File: config.mk
export PLATFORM = sky130hd
export DESIGN_NAME = vsync_timing_gen
export DESIGN_NICKNAME = d
export VERILOG_FILES = /design/src/rtl/vsg_pkg.sv /design/src/rtl/vsg_prescale.sv /design/src/rtl/vsg_counters.sv /design/src/rtl/vsg_decode.sv /design/src/rtl/vsync_timing_gen.sv
export SDC_FILE = /design/constraint.sdc
export NUM_CORES = 1
export LEC_CHECK = 0
export CAP_MARGIN = 10
export CORE_MARGIN = 2
export CORE_UTILIZATION = 64
export CTS_BUF_LIST = sky130_fd_sc_hd__clkbuf_4 sky130_fd_sc_hd__clkbuf_8
export DETAILED_ROUTE_END_ITERATION = 8
export HOLD_SLACK_MARGIN = 0.05
export PLACE_DENSITY = 0.9
export SYNTH_ARGS = -nofsm -noshare
export SYNTH_HDL_FRONTEND = slang
export SYNTH_SLANG_ARGS = --single-unit
File: constraint.sdc
create_clock -name clk -period 5.2 [get_ports clk]
set_input_delay 1.04 -clock clk [delete_from_list [all_inputs] [get_ports clk]]
set_output_delay 1.04 -clock clk [all_outputs]
set_load 0.02 [all_outputs]
File: src/rtl/vsg_pkg.sv
// Package vsg_pkg
// Shared output bundle, the idle value of that bundle, and the helpers
// used to size counters and scale horizontal windows for narrow sensors.
package vsg_pkg;

    // Registered output bundle of the sync generator.
    typedef struct packed {
        logic hd_n;
        logic vd_n;
        logic csync_n;
        logic cblank_n;
        logic clamp1;
        logic clamp2;
        logic field_pulse;
        logic field_odd;
    } vsg_out_t;

    // Value driven while reset is held: all strobes inactive.
    localparam vsg_out_t VSG_IDLE = '{
        hd_n: 1'b1, vd_n: 1'b1, csync_n: 1'b1, cblank_n: 1'b1,
        clamp1: 1'b0, clamp2: 1'b0, field_pulse: 1'b0, field_odd: 1'b0
    };

    // Scale a wide-sensor pixel count to the narrow sensor (x2/3, floor).
    function automatic int narrow_width(input int wide_value);
        return (wide_value * 2) / 3;
    endfunction

    // Largest of three counts, used to size the pixel counter.
    function automatic int max3(input int a, input int b, input int c);
        int m;
        m = (a > b) ? a : b;
        return (m > c) ? m : c;
    endfunction

endpackage

File: src/rtl/vsg_prescale.sv
// Module vsg_prescale
// Halves the master clock into a pixel-advance enable. The enable is high
// on every second master clock, starting with the first clock after reset.
// Assumes a synchronous active-low reset.
module vsg_prescale (
    input  logic clk,
    input  logic rst_n,
    output logic adv
);

    logic phase;

    // Toggle the phase bit each master clock; cleared by reset.
    always_ff @(posedge clk) begin
        if (!rst_n) begin
            phase <= 1'b0;
        end else begin
            phase <= ~phase;
        end
    end

    assign adv = phase;

endmodule

File: src/rtl/vsg_counters.sv
// Module vsg_counters
// Pixel and line counters of one interlaced frame. The pixel counter
// wraps at h_len-1 and the line counter at n_lines-1. Both move only
// when adv is high. The limits are taken from static select pins, so a
// greater-or-equal compare keeps the counters in range even if a select
// changes outside reset.
module vsg_counters #(
    parameter int PX_W = 10,
    parameter int LN_W = 10
) (
    input  logic            clk,
    input  logic            rst_n,
    input  logic            adv,
    input  logic [PX_W-1:0] h_len,
    input  logic [LN_W-1:0] n_lines,
    output logic [PX_W-1:0] px,
    output logic [LN_W-1:0] ln
);

    logic px_last;
    logic ln_last;

    // Terminal-count detection for the line and frame wraps.
    always_comb begin
        px_last = (px >= h_len - PX_W'(1));
        ln_last = (ln >= n_lines - LN_W'(1));
    end

    // Advance the pixel position and carry into the line count.
    always_ff @(posedge clk) begin
        if (!rst_n) begin
            px <= '0;
            ln <= '0;
        end else if (adv) begin
            if (px_last) begin
                px <= '0;
                ln <= ln_last ? '0 : ln + LN_W'(1);
            end else begin
                px <= px + PX_W'(1);
            end
        end
    end

endmodule

File: src/rtl/vsg_decode.sv
// Module vsg_decode
// Decodes the counter state into the sync, blanking, clamp and field
// outputs and registers them. The position is folded into a half-line
// index so that both fields share one vertical decode: the second field
// starts at half-line n_lines, halfway along a line. Horizontal windows
// are given for the wide sensor and scaled by 2/3 for the narrow one.
// Assumes h_len is even and n_lines is odd.
module vsg_decode
    import vsg_pkg::*;
#(
    parameter int PX_W         = 10,
    parameter int LN_W         = 10,
    parameter int HSYNC_W      = 66,
    parameter int HBLANK_W     = 150,
    parameter int HFP_W        = 20,
    parameter int CLP1_START   = 74,
    parameter int CLP1_W       = 30,
    parameter int CLP2_START   = 160,
    parameter int CLP2_W       = 24,
    parameter int SER_W        = 33,
    parameter int VD_LINES     = 3,
    parameter int VSER_LINES   = 9,
    parameter int VBLANK_LINES = 20
) (
    input  logic            clk,
    input  logic            rst_n,
    input  logic            wide_760,
    input  logic [PX_W-1:0] px,
    input  logic [PX_W-1:0] h_len,
    input  logic [LN_W-1:0] ln,
    input  logic [LN_W-1:0] n_lines,
    output vsg_out_t        q
);

    localparam int HL_W = LN_W + 1;

    // Narrow-sensor windows, derived from the wide ones.
    localparam int N_HSYNC_W    = narrow_width(HSYNC_W);
    localparam int N_HBLANK_W   = narrow_width(HBLANK_W);
    localparam int N_HFP_W      = narrow_width(HFP_W);
    localparam int N_CLP1_START = narrow_width(CLP1_START);
    localparam int N_CLP1_W     = narrow_width(CLP1_W);
    localparam int N_CLP2_START = narrow_width(CLP2_START);
    localparam int N_CLP2_W     = narrow_width(CLP2_W);
    localparam int N_SER_W      = narrow_width(SER_W);

    // Vertical windows counted in half-lines from the field start.
    localparam logic [HL_W-1:0] VD_HL   = HL_W'(2 * VD_LINES);
    localparam logic [HL_W-1:0] VSER_HL = HL_W'(2 * VSER_LINES);
    localparam logic [HL_W-1:0] VB_HL   = HL_W'(2 * VBLANK_LINES);

    logic [PX_W-1:0] w_hs, w_hb, w_fp, w_c1s, w_c1w, w_c2s, w_c2w, w_ser;
    logic [PX_W-1:0] half, hp;
    logic            second_half;
    logic [HL_W-1:0] hl, n_hl, fh;
    logic            odd_field;
    logic            in_vd, in_vser, in_vblank;
    logic            hsync, hblank, ser_low, clp1_win, clp2_win;
    vsg_out_t        d;

    // Pick the horizontal window set for the selected sensor width.
    always_comb begin
        if (wide_760) begin
            w_hs  = PX_W'(HSYNC_W);
            w_hb  = PX_W'(HBLANK_W);
            w_fp  = PX_W'(HFP_W);
            w_c1s = PX_W'(CLP1_START);
            w_c1w = PX_W'(CLP1_W);
            w_c2s = PX_W'(CLP2_START);
            w_c2w = PX_W'(CLP2_W);
            w_ser = PX_W'(SER_W);
        end else begin
            w_hs  = PX_W'(N_HSYNC_W);
            w_hb  = PX_W'(N_HBLANK_W);
            w_fp  = PX_W'(N_HFP_W);
            w_c1s = PX_W'(N_CLP1_START);
            w_c1w = PX_W'(N_CLP1_W);
            w_c2s = PX_W'(N_CLP2_START);
            w_c2w = PX_W'(N_CLP2_W);
            w_ser = PX_W'(N_SER_W);
        end
    end

    // Fold the position into a half-line index and a position in the field.
    always_comb begin
        half        = h_len >> 1;
        second_half = (px >= half);
        hp          = second_half ? (px - half) : px;
        hl          = {ln, second_half};
        n_hl        = {1'b0, n_lines};
        odd_field   = (hl >= n_hl);
        fh          = odd_field ? (hl - n_hl) : hl;
    end

    // Vertical and horizontal windows.
    always_comb begin
        in_vd     = (fh < VD_HL);
        in_vser   = (fh < VSER_HL);
        in_vblank = (fh < VB_HL);
        hsync     = (px < w_hs);
        hblank    = (px < w_hb) || (px >= h_len - w_fp);
        ser_low   = (hp < half - w_ser);
        clp1_win  = (px >= w_c1s) &&
                    ({1'b0, px} < {1'b0, w_c1s} + {1'b0, w_c1w});
        clp2_win  = (px >= w_c2s) &&
                    ({1'b0, px} < {1'b0, w_c2s} + {1'b0, w_c2w});
    end

    // Combine the windows into the next output value.
    always_comb begin
        d.hd_n        = ~hsync;
        d.vd_n        = ~in_vd;
        d.csync_n     = in_vser ? ~ser_low : ~hsync;
        d.cblank_n    = ~(hblank || in_vblank);
        d.clamp1      = clp1_win && !in_vblank;
        d.clamp2      = clp2_win && !in_vblank;
        d.field_pulse = (fh == '0) && (hp == '0);
        d.field_odd   = odd_field;
    end

    // Register the outputs; idle during reset.
    always_ff @(posedge clk) begin
        if (!rst_n) begin
            q <= VSG_IDLE;
        end else begin
            q <= d;
        end
    end

endmodule

File: src/rtl/vsync_timing_gen.sv
// Module vsync_timing_gen
// Dual-standard sync generator for a monochrome CCD camera. The master
// clock is halved into a pixel enable. Pixel and line counters sized for
// the selected standard and sensor then drive a registered decoder. The
// select pins are static and should change only while reset is held.
module vsync_timing_gen #(
    parameter int PIX_EIA_WIDE  = 910,
    parameter int PIX_CCIR_WIDE = 908,
    parameter int PIX_NARROW    = 606,
    parameter int LINES_EIA     = 525,
    parameter int LINES_CCIR    = 625,
    parameter int HSYNC_W       = 66,
    parameter int HBLANK_W      = 150,
    parameter int HFP_W         = 20,
    parameter int CLP1_START    = 74,
    parameter int CLP1_W        = 30,
    parameter int CLP2_START    = 160,
    parameter int CLP2_W        = 24,
    parameter int SER_W         = 33,
    parameter int VD_LINES      = 3,
    parameter int VSER_LINES    = 9,
    parameter int VBLANK_LINES  = 20
) (
    input  logic clk,
    input  logic rst_n,
    input  logic std_ccir,
    input  logic wide_760,
    output logic hd_n,
    output logic vd_n,
    output logic csync_n,
    output logic cblank_n,
    output logic clamp1,
    output logic clamp2,
    output logic field_pulse,
    output logic field_odd
);

    localparam int PX_W = $clog2(vsg_pkg::max3(PIX_EIA_WIDE, PIX_CCIR_WIDE, PIX_NARROW));
    localparam int LN_W = $clog2((LINES_EIA > LINES_CCIR) ? LINES_EIA : LINES_CCIR);

    logic              adv;
    logic [PX_W-1:0]   h_len;
    logic [LN_W-1:0]   n_lines;
    logic [PX_W-1:0]   px;
    logic [LN_W-1:0]   ln;
    vsg_pkg::vsg_out_t q;

    // Line and frame lengths for the selected standard and sensor.
    always_comb begin
        if (!wide_760) begin
            h_len = PX_W'(PIX_NARROW);
        end else if (std_ccir) begin
            h_len = PX_W'(PIX_CCIR_WIDE);
        end else begin
            h_len = PX_W'(PIX_EIA_WIDE);
        end
        n_lines = std_ccir ? LN_W'(LINES_CCIR) : LN_W'(LINES_EIA);
    end

    vsg_prescale u_prescale (
        .clk   (clk),
        .rst_n (rst_n),
        .adv   (adv)
    );

    vsg_counters #(
        .PX_W (PX_W),
        .LN_W (LN_W)
    ) u_counters (
        .clk     (clk),
        .rst_n   (rst_n),
        .adv     (adv),
        .h_len   (h_len),
        .n_lines (n_lines),
        .px      (px),
        .ln      (ln)
    );

    vsg_decode #(
        .PX_W         (PX_W),
        .LN_W         (LN_W),
        .HSYNC_W      (HSYNC_W),
        .HBLANK_W     (HBLANK_W),
        .HFP_W        (HFP_W),
        .CLP1_START   (CLP1_START),
        .CLP1_W       (CLP1_W),
        .CLP2_START   (CLP2_START),
        .CLP2_W       (CLP2_W),
        .SER_W        (SER_W),
        .VD_LINES     (VD_LINES),
        .VSER_LINES   (VSER_LINES),
        .VBLANK_LINES (VBLANK_LINES)
    ) u_decode (
        .clk      (clk),
        .rst_n    (rst_n),
        .wide_760 (wide_760),
        .px       (px),
        .h_len    (h_len),
        .ln       (ln),
        .n_lines  (n_lines),
        .q        (q)
    );

    // Unpack the registered bundle onto the ports.
    assign hd_n        = q.hd_n;
    assign vd_n        = q.vd_n;
    assign csync_n     = q.csync_n;
    assign cblank_n    = q.cblank_n;
    assign clamp1      = q.clamp1;
    assign clamp2      = q.clamp2;
    assign field_pulse = q.field_pulse;
    assign field_odd   = q.field_odd;

endmodule

==> flow_metrics.env <==
export IMPL_nNetsFinal=450
export IMPL_min_delay_path_class="flip-flop to flip-flop"
export IMPL_ys_seq_area_share_pct=18.4
export IMPL_synthesis_instances=395
export IMPL_ff2ff_setup_slack_ns=1.26
export IMPL_slew_headroom_pct=52.9
export IMPL_postSynthAreaPerCell_um2=7.98
export IMPL_syn_nets=441
export IMPL_clock_sinks=29
export IMPL_cts_resized=0
export IMPL_routabilityCongestion=1.01
export IMPL_clkLatencyLatePin_ns=0.29
export IMPL_criticalPathCategory="input port to flip-flop"
export IMPL_cts_tree="built"
export IMPL_place_ws_ns=0.287
export IMPL_non_filler_cells_final=472
export IMPL_synth_enable_flop_cells=0
export IMPL_die_area_um2=5500
export IMPL_vias_per_cell=6.49
export IMPL_outcome="finished clean"
export IMPL_cap_viol_max_count=0
export IMPL_endpoint_kind="flip-flop"
export IMPL_fin_crit_ns=4.69
export IMPL_critPathArrivalTime_ns=4.88
export IMPL_drive_above_1_share_pct=8.89
export IMPL_critical_path_cell_chain="clkdlybuf4s50_1 -> nand2_1 -> ha_1 -> inv_1 -> ha_1 -> and3b_1 -> o2111ai_4 -> o21ai_4 -> inv_4 -> ha_1 -> nand2b_1 -> a21oi_1 -> o221ai_1 -> o311ai_1 -> o2111ai_1 -> a32oi_2 -> nand3_1 -> o31a_1"
export IMPL_crit_path_start="wide_760"
export IMPL_tot_gr_track_use_pct=31.8
export IMPL_power_density_nw_per_um2=165
export IMPL_min_delay_worst_endpoint="u_counters.ln[1]"
export IMPL_min_path_cells=2
export IMPL_half_perimeter_wire_length_after_detailed_placement_um=6090
export IMPL_clk_pin_slew_ns=0.08
export IMPL_critical_path_max_stage_delay_ns=0.58
export IMPL_ant_nets=0
export IMPL_synth_top_area_share_pct=18.4
export IMPL_crit_fanout=6
export IMPL_synthesis_area_um2=3150
export IMPL_core_area_um2=4720
export IMPL_r2r_cells=17
export IMPL_synthDistinctLibCells=73
export IMPL_grt_pass1_vias=2913
export IMPL_synth_seq_cells=29
export IMPL_numPlacedInstances=464
export IMPL_fill_cells=366
export IMPL_netlist_top_cell_by_area="sky130_fd_sc_hd__dfxtp_1"
export IMPL_power_leakage_nw=1.47
export IMPL_min_period_over_period_pct=90.1
export IMPL_start_kind="input port"
export IMPL_core_rowCount=25
export IMPL_drc_errors_left=0
export IMPL_r2r_start="u_counters.px[0]"
export IMPL_cts_root_buffer_cell="sky130_fd_sc_hd__clkbuf_8"
export IMPL_initial_core_util_pct=66.7
export IMPL_synth_async_sr_flop_share_pct=0
export IMPL_dpl_instance_area_um2=3320
export IMPL_final_critical_path_setup_slack_ns=0.512
export IMPL_detail_route_wirelength_um=8130
export IMPL_area_delta_synth_final_pct=9.01
export IMPL_wire_per_inst_um=17.2
export IMPL_num_io_pins=12
export IMPL_regToRegEndpoint="u_decode.q[5]"
export IMPL_max_slew_violation_count=0
export IMPL_grt_first_pass_wirelength_um=13500
export IMPL_setup_tns_ns=0
export IMPL_yosys_warnings=0
export IMPL_antenna_cells=0
export IMPL_postCtsSetupRepairBufs=0
export IMPL_finalClockSkew_ns=0.0150
export IMPL_first_pass_iters=5
export IMPL_vdd_drop_max_uv=162
export IMPL_ctsHoldBuffers=0
export IMPL_worst_path_max_delay_cell="sky130_fd_sc_hd__clkdlybuf4s50_1"
export IMPL_grt_start_max_net_pins=18
export IMPL_fmax_mhz=213
export IMPL_timing_hold_ws_ns=0.600
export IMPL_buffers_added_on_ports=11
export IMPL_power_uw=567
export IMPL_grt_antenna_before_repair=0
export IMPL_fp_dieH_um=74.2
export IMPL_cts_path_max_buffers=2
export IMPL_count_of_routing_violations_after_the_opening_detailed_route_iteration=303
export IMPL_total_grt_overflow=0
export IMPL_die_width_um=74.2
export IMPL_utilization_pct=72.7
export IMPL_worst_slew_pin_transition_ns=0.707
export IMPL_route_vias_total=3063
export IMPL_setup_viol_count_final=0
export IMPL_final_design_area_no_fill_um2=3430
export IMPL_grt_setup_unrepaired="no"
export IMPL_yosys_most_used_dff="sky130_fd_sc_hd__dfxtp_1"
export IMPL_crit_required_ns=5.39
export IMPL_crit_path_frequent_cell="sky130_fd_sc_hd__ha_1"
export IMPL_tritoncts_buffer_count=5
export IMPL_hp_start="u_counters.ln[1]"
export IMPL_hold_violations=0
export IMPL_h_tree_levels=2
export IMPL_synth_area_leaders="sky130_fd_sc_hd__dfxtp_1 18%, sky130_fd_sc_hd__ha_1 17%, sky130_fd_sc_hd__nor2_1 4.9%, sky130_fd_sc_hd__xnor2_1 4.2%, sky130_fd_sc_hd__a21oi_1 4.1%"
## per-layer routing
layer	vias up	GRT usage [%]	wire, um
met1	1439	42.9	3650
li1	1458	-	-
met3	27	4.47	601
met5	-	0	0
met4	0	14.3	264
met2	139	50.3	3610
## Yosys cell counts, drive strengths merged (3+ instances only)
master and n:
nor3 12, o21ai 21, buf 6, o211ai 7, a21boi 3, clkbuf 9
o2111ai 3, or2 4, ha 42, inv 20, a211oi 5, a31oi 3
o21bai 3, nor2b 7, xor2 13, nand4 6, o31a 3, a2111oi 3
o21a 3, nand3 10, dfxtp 29, a21o 9, nand2b 6, nor2 41
and3 6, mux2i 6, nand2 34, or3 4, xnor2 15, a21oi 27
## flip-flops by register name (all words and copies together), names as in the netlist
signal,flops
u_counters.ln,10
u_decode.q,8
u_counters.px,10
u_prescale.adv,1
## area by class of cell
| type | count | area [um^2] | share of cell area (%) |
|---|---|---|---|
| multi-input cells | 331 | 2420 | 70.5 |
| repair buffers | 17 | 155 | 4.52 |
| clock buffers | 5 | 68.8 | 2.00 |
| inverters | 20 | 77.6 | 2.26 |
| flip-flops and latches | 29 | 581 | 16.9 |
| clock inverters | 3 | 46.3 | 1.35 |
| well taps | 67 | 83.8 | 2.44 |
## layout by cell type, fill, tap and decap left out, types with 3 or more instances in the layout
cell / count
sky130_fd_sc_hd__clkdlybuf4s50_1: 11
sky130_fd_sc_hd__nand2_1: 34
sky130_fd_sc_hd__xor2_1: 13
sky130_fd_sc_hd__o31a_1: 3
sky130_fd_sc_hd__mux2i_1: 6
sky130_fd_sc_hd__or3_1: 3
sky130_fd_sc_hd__a21oi_1: 26
sky130_fd_sc_hd__o211ai_1: 5
sky130_fd_sc_hd__dfxtp_1: 29
sky130_fd_sc_hd__and3_1: 6
sky130_fd_sc_hd__a21o_1: 8
sky130_fd_sc_hd__a211oi_1: 5
sky130_fd_sc_hd__xnor2_1: 15
sky130_fd_sc_hd__inv_1: 19
sky130_fd_sc_hd__nor2b_1: 7
sky130_fd_sc_hd__or2_2: 3
sky130_fd_sc_hd__o21a_1: 3
sky130_fd_sc_hd__nor2_1: 41
sky130_fd_sc_hd__ha_1: 42
sky130_fd_sc_hd__nand3_1: 10
sky130_fd_sc_hd__o21ai_1: 3
sky130_fd_sc_hd__clkbuf_8: 5
sky130_fd_sc_hd__buf_4: 6
sky130_fd_sc_hd__o21bai_1: 3
sky130_fd_sc_hd__a21boi_0: 3
sky130_fd_sc_hd__o21ai_0: 17
sky130_fd_sc_hd__nand4_1: 6
sky130_fd_sc_hd__nand2b_1: 6
sky130_fd_sc_hd__nor3_1: 10
## critical path: cells and delay by family
family                     cells  cell delay, ns
AOI/OAI and AO/OA              8            1.68
adders and majority gates      3            0.67
buffers and inverters          3            0.72
and+or+nand+nor                4            0.75
## kinds of logic (layout without fill, tap and decap cells)
family | count (synthesis) | count (layout) | share of synthesized area (%)
simple gates | 142 | 142 | 23.3
compound gates | 110 | 110 | 26.5
fa+ha+maj | 42 | 42 | 16.7
buf+inv | 35 | 45 | 4.69
flops | 29 | 29 | 18.4
xor+xnor | 28 | 28 | 7.78
mux | 7 | 7 | 2.38
other cells | 2 | 2 | 0.238
## report_power, final
group / internal (mW) / switching [mW] / total [mW]
clock: 0.143 / 0.105 / 0.248
sequential: 0.226 / 0.00631 / 0.233
combinational: 0.0359 / 0.0503 / 0.0862
total: 0.406 / 0.161 / 0.567
## how the worst max path moves through the flow
stage                               end  slack (ns)
final                     u_decode.q[5]        0.51
after global routing      u_decode.q[5]        0.23
after CTS                 u_decode.q[5]        0.58
after detailed placement  u_decode.q[5]        0.29
after global placement    u_decode.q[5]        0.38
after floorplan           u_decode.q[5]        0.80
No activity file was read; power rests on OpenSTA's default activity.
